==> config.mk <==
export PLATFORM = sky130hd
export DESIGN_NAME = vc_contention_top
export DESIGN_NICKNAME = d
export VERILOG_FILES = /design/src/rtl/vc_pkg.sv /design/src/rtl/vc_beam_seq.sv /design/src/rtl/vc_stall_path.sv /design/src/rtl/vc_contention_top.sv
export SDC_FILE = /design/constraint.sdc
export NUM_CORES = 1
export LEC_CHECK = 0
export BUFFER_PORTS_ARGS = -buffer_cell sky130_fd_sc_hd__buf_2
export CORE_ASPECT_RATIO = 0.7
export CORE_UTILIZATION = 40
export CTS_BUF_LIST = sky130_fd_sc_hd__clkbuf_16
export DETAILED_ROUTE_END_ITERATION = 16
export GPL_ROUTABILITY_DRIVEN = 0
export PLACE_DENSITY = 0.67
export SYNTH_ARGS = -nofsm -noshare
export SYNTH_HDL_FRONTEND = slang
export SYNTH_HIERARCHICAL = 1
export SYNTH_SLANG_ARGS = --single-unit
export TNS_END_PERCENT = 50
==> constraint.sdc <==
create_clock -name clk -period 2.9 [get_ports clk]
set_input_delay 0.58 -clock clk [delete_from_list [all_inputs] [get_ports clk]]
set_output_delay 0.58 -clock clk [all_outputs]
set_load 0.005 [all_outputs]
==> src/rtl/vc_pkg.sv <==
package vc_pkg;

  typedef enum logic [1:0] {
    MODEL_48K  = 2'd0,
    MODEL_128  = 2'd1,
    MODEL_GA   = 2'd2,
    MODEL_NTSC = 2'd3
  } model_e;

  localparam int FRAME_W = 17;
  localparam int POS_W   = 8;

  // Position information handed from the beam sequencer to the stall path.
  typedef struct packed {
    logic       patternOn;
    logic [2:0] phase;
  } slot_t;

  function automatic int frameLenOf(model_e m);
    case (m)
      MODEL_48K:  return 69888;
      MODEL_NTSC: return 59136;
      default:    return 70908;
    endcase
  endfunction

  function automatic int lineLenOf(model_e m);
    return (m == MODEL_48K || m == MODEL_NTSC) ? 224 : 228;
  endfunction

  function automatic int windowOf(model_e m);
    return (m == MODEL_GA) ? 129 : 128;
  endfunction

  function automatic int startOf(model_e m, logic late);
    int s;
    case (m)
      MODEL_48K:  s = 14335;
      MODEL_NTSC: s = 8959;
      default:    s = 14361;
    endcase
    if (late && m != MODEL_GA) s = s + 1;
    return s;
  endfunction

endpackage

==> src/rtl/vc_beam_seq.sv <==
module vc_beam_seq
  import vc_pkg::*;
#(
  parameter int DISPLAY_LINES = 192
) (
  input  logic   clk,
  input  logic   rstN,
  input  logic   frameSync,
  input  model_e model,
  input  logic   lateTiming,
  output slot_t  slot
);
  localparam int LINE_W = (DISPLAY_LINES > 1) ? $clog2(DISPLAY_LINES) : 1;
  localparam logic [LINE_W-1:0] LAST_LINE = LINE_W'(DISPLAY_LINES - 1);

  logic [FRAME_W-1:0] frameCnt, frameNext, frameLast, startT;
  logic [POS_W-1:0]   linePos, lineLast, winLen;
  logic [LINE_W-1:0]  lineNum;
  logic               inDisp;

  always_comb begin
    frameLast = FRAME_W'(frameLenOf(model) - 1);
    startT    = FRAME_W'(startOf(model, lateTiming));
    lineLast  = POS_W'(lineLenOf(model) - 1);
    winLen    = POS_W'(windowOf(model));
    if (frameSync || frameCnt == frameLast) frameNext = '0;
    else                                    frameNext = frameCnt + 1'b1;
  end

  always_ff @(posedge clk) begin
    if (!rstN) begin
      frameCnt <= '0;
      linePos  <= '0;
      lineNum  <= '0;
      inDisp   <= 1'b0;
    end else begin
      frameCnt <= frameNext;
      if (frameNext == startT) begin
        linePos <= '0;
        lineNum <= '0;
        inDisp  <= 1'b1;
      end else if (frameSync) begin
        inDisp <= 1'b0;
      end else if (inDisp) begin
        if (linePos == lineLast) begin
          linePos <= '0;
          if (lineNum == LAST_LINE) inDisp <= 1'b0;
          else                      lineNum <= lineNum + 1'b1;
        end else begin
          linePos <= linePos + 1'b1;
        end
      end
    end
  end

  always_comb begin
    slot.patternOn = inDisp && (linePos < winLen);
    slot.phase     = linePos[2:0];
  end

  p_frame_bound_r10: assert property (@(posedge clk) disable iff (!rstN)
    frameCnt <= frameLast);

  p_display_after_start_r4: assert property (@(posedge clk) disable iff (!rstN)
    inDisp |-> frameCnt >= startT);

  p_sync_restart_r10: assert property (@(posedge clk) disable iff (!rstN)
    frameSync |=> frameCnt == '0);

endmodule

==> src/rtl/vc_stall_path.sv <==
module vc_stall_path
  import vc_pkg::*;
(
  input  logic        clk,
  input  logic        rstN,
  input  slot_t       slot,
  input  model_e      model,
  input  logic [15:0] addr,
  input  logic [2:0]  upperBank,
  input  logic        memReq,
  input  logic        cycleStart,
  output logic [2:0]  delayVal,
  output logic        cpuWait,
  output logic        cpuEn
);
  logic       bankHit, contended, gateOk, busy, stallReq;
  logic [2:0] rawDelay, stallCnt;

  always_comb begin
    case (model)
      MODEL_128: bankHit = upperBank[0];
      MODEL_GA:  bankHit = upperBank[2];
      default:   bankHit = 1'b0;
    endcase
    contended = (addr[15:14] == 2'b01) || (addr[15:14] == 2'b11 && bankHit);
    gateOk    = (model != MODEL_GA) || memReq;
    if (model == MODEL_GA)   rawDelay = 3'd1 - slot.phase;
    else if (slot.phase < 6) rawDelay = 3'd6 - slot.phase;
    else                     rawDelay = 3'd0;
    delayVal = (slot.patternOn && contended && gateOk) ? rawDelay : 3'd0;
    busy     = (stallCnt != 3'd0);
    stallReq = cycleStart && !busy && (delayVal != 3'd0);
    cpuWait  = stallReq || busy;
    cpuEn    = !cpuWait;
  end

  always_ff @(posedge clk) begin
    if (!rstN)         stallCnt <= 3'd0;
    else if (stallReq) stallCnt <= delayVal - 3'd1;
    else if (busy)     stallCnt <= stallCnt - 3'd1;
  end

  p_outside_zero_r4: assert property (@(posedge clk) disable iff (!rstN)
    !slot.patternOn |-> delayVal == 3'd0);

  p_low_region_r2: assert property (@(posedge clk) disable iff (!rstN)
    (addr[14] == 1'b0) |-> delayVal == 3'd0);

  p_ga_strobe_r9: assert property (@(posedge clk) disable iff (!rstN)
    (model == MODEL_GA && !memReq) |-> delayVal == 3'd0);

  p_ula_max_r4: assert property (@(posedge clk) disable iff (!rstN)
    (model != MODEL_GA) |-> delayVal <= 3'd6);

  p_stall_load_r11: assert property (@(posedge clk) disable iff (!rstN)
    (cycleStart && cpuEn == 1'b0 && !busy) |=> stallCnt == $past(delayVal) - 3'd1);

  p_stall_count_r11: assert property (@(posedge clk) disable iff (!rstN)
    busy |=> stallCnt == $past(stallCnt) - 3'd1);

endmodule

==> src/rtl/vc_contention_top.sv <==
module vc_contention_top
  import vc_pkg::*;
#(
  parameter int DISPLAY_LINES = 192
) (
  input  logic        clk,
  input  logic        rstN,
  input  logic        frameSync,
  input  logic [15:0] addr,
  input  logic [2:0]  upperBank,
  input  logic        memReq,
  input  logic        cycleStart,
  input  logic [1:0]  model,
  input  logic        lateTiming,
  output logic [2:0]  delay,
  output logic        cpuWait,
  output logic        cpuEn
);
  model_e modelSel;
  slot_t  slot;

  assign modelSel = model_e'(model);

  vc_beam_seq #(.DISPLAY_LINES(DISPLAY_LINES)) uSeq (
    .clk        (clk),
    .rstN       (rstN),
    .frameSync  (frameSync),
    .model      (modelSel),
    .lateTiming (lateTiming),
    .slot       (slot)
  );

  vc_stall_path uPath (
    .clk        (clk),
    .rstN       (rstN),
    .slot       (slot),
    .model      (modelSel),
    .addr       (addr),
    .upperBank  (upperBank),
    .memReq     (memReq),
    .cycleStart (cycleStart),
    .delayVal   (delay),
    .cpuWait    (cpuWait),
    .cpuEn      (cpuEn)
  );

endmodule

==> reports/metrics.yaml <==
clk_pin_slew_worst_paths_ns: 0.06
htree_levels: 2
setup_ws_ns: 0.106
yosysSeqAreaShare_pct: 29.1
fin_util_pct: 50.4
power_density_nw_per_um2: 432
core-area_um2: 5930
wl_um: 5870
clkPwrFrac_pct: 41.6
dieArea_um2: 6680
power.share.combinational_pct: 17.4
async_flop_share_pct: 0
slew_viol_final: 0
grt_util_met1_pct: 26.7
syn_area_per_cell_um2: 8.53
final_cell_area_um2: 2990
ys_ff_latch: 37
gr-usage-met2_pct: 27.6
synth_ff_type: "dfxtp_1"
die_h_um: 68.7
p_int_uw: 950
initial_utilization_pct: 42.9
synth_edf_count: 0
dp_hpwl_um: 4530
drt_iter0_drc: 193
dpl_worst_slack_ns: -0.174
track_usage_pct: 18.3
critPathLaunchType: "input port"
routedWlPerCell_um: 14.3
critPathCaptureType: "primary output"
cts_hold_buf: 0
insertion_delay_ns: 0.28
ir_worst_vdd_uv: 283
worst_slew_pin_slew_ns: 0.472
final_common_cell: "dfxtp_1"
cts-resized-gates: 0
drc_errors: 0
drv_cap: 0
setup_viol: 0
synthesis.nets: 340
netlist_instances: 298
yosys.area.top_type: "dfxtp_1"
n_fill_cell: 573
cts_tree: "yes"
grt_setup_unrepaired: "false"
area_growth_pct: 17.6
swShare_pct: 26.4
port_buffers: 16
ys_warn_count: 6
placed_cell_area_um2: 2840
cts_buffers: 5
met3_usage_pct: 3.43
nets: 376
seq_power_share_pct: 41.1
cts_sinks: 37
setup_tns_ns: 0
final_cell_mix: "dfxtp_1, nor2_1, nand2_1"
grt_first_pass_wirelength_um: 9520
yosysUniqueCellTypes: 60
syn_area_um2: 2540
required_ns: 2.32
layout_worst_path_cycle_share_pct: 96.4
vias: 2230
drt-vias-per-instance: 5.44
p_sw_uw: 341
max_freq_ghz: 0.358
fp.dieW_um: 97.3
overflow: 0
leakage_nw: 1.16
holdCritPathClass: "flip-flop to flip-flop"
grt_start_max_net_pins: 17
fin_crit_ns: 2.79
grt_pass1_vias: 1977
path_class: "input port to primary output"
ios: 32
post-cts-setup-buffers: 0
grt.busiest_layer: "met2"
hold_viol_final: 0
cp_max_fo: 8
ant_nets: 0
rows: 23
finClkSkew_ns: 0.00210
cp.arrival_ns: 2.21
first_pass_iters: 4
slew_headroom_pct: 68.3
antenna_found_initial: 0
diodes: 0
synth_top_area_share_pct: 29.1
clock-root-buffer: "clkbuf_16"
drive_gt1_share_pct: 22.7
cts_buffer_depth: 2
status: "completed"
yosys-top-cells-area: "dfxtp_1, ha_1, xor2_1, xnor2_1, nor2_1"
critical path, stage by stage:
cell	delay (ns)
buf_2	0.11
inv_1	0.10
ha_1	0.18
buf_4	0.11
nand3_1	0.05
a21boi_0	0.34
o2111ai_4	0.18
a31o_4	0.28
o21a_1	0.18
buf_2	0.12
synth_stat cells (all sizes together), types with 2 or more instances:
library cell,count
nor2,40
dfxtp,37
nand2,25
xor2,19
xnor2,18
nand3,16
ha,15
nor3,14
inv,13
a21oi,11
buf,9
and3,8
nand4,8
o21ai,5
a31oi,4
mux2i,4
nor2b,4
nor4,4
nand2b,3
o2111ai,3
a21boi,2
and2,2
clkbuf,2
nor3b,2
o2bb2ai,2
o31a,2
or3b,2
or4b,2
registers in the layout, summed over array words and instances, names as in the netlist:
name            cells
uSeq/lineNum        8
uSeq/linePos        8
uPath/stallCnt      3
uSeq/inDisp         1
uSeq/frameCnt      17
area by class of cell:
type	instances	area, µm²	share of cell area (%)
clock buffer	5	125	4.19
clock inverter	3	22.5	0.753
inverter	14	53.8	1.80
multi-input combinational	236	1670	55.8
sequential	37	741	24.8
tap	75	93.8	3.14
timing repair buffer	40	285	9.54
cells by family after synthesis:
kind of cell,synth area share (%)
xor+xnor,12.7
mux,2.02
compound gates,15.3
flops,29.1
fa+ha+maj,7.38
buf+inv,5.27
simple gates,28.2
power by group through the flow:
stage / logic [mW] / clock network (mW) / registers, mW
detailed placement: 0.223 / 0 / 0.542
floorplan: 0.140 / 0 / 0.540
global placement: 0.214 / 0 / 0.541
CTS: 0.225 / 0.553 / 0.530
finish: 0.224 / 0.537 / 0.530
global route: 0.250 / 0.576 / 0.532
final timing paths:
path / slack, ns / cells past startpoint / from / endpoint
worst max register to register: 0.24 / 8 / uSeq/frameCnt[2] / uSeq/linePos[7]
worst min-delay path: 0.51 / 2 / uSeq/lineNum[7] / uSeq/lineNum[7]
worst max-delay path: 0.11 / 10 / model[0] / cpuEn
worst min register to register: 0.51 / 2 / uSeq/lineNum[7] / uSeq/lineNum[7]
metal layers:
layer	part of all wire, %	up-vias
li1	-	1131
met5	0	-
met4	0.61	0
met3	6.0	4
met1	52	1035
met2	41	60
through the flow:
step | power (mW) | hold WS [ns] | std cells
after floorplan | 0.681 | 0.474 | 298
final | 1.29 | 0.513 | 410
after detailed placement | 0.765 | 0.501 | 402
after global placement | 0.755 | 0.503 | 402
after global routing | 1.36 | 0.538 | 410
after CTS | 1.31 | 0.521 | 410
(Power assumes the default switching activity.)
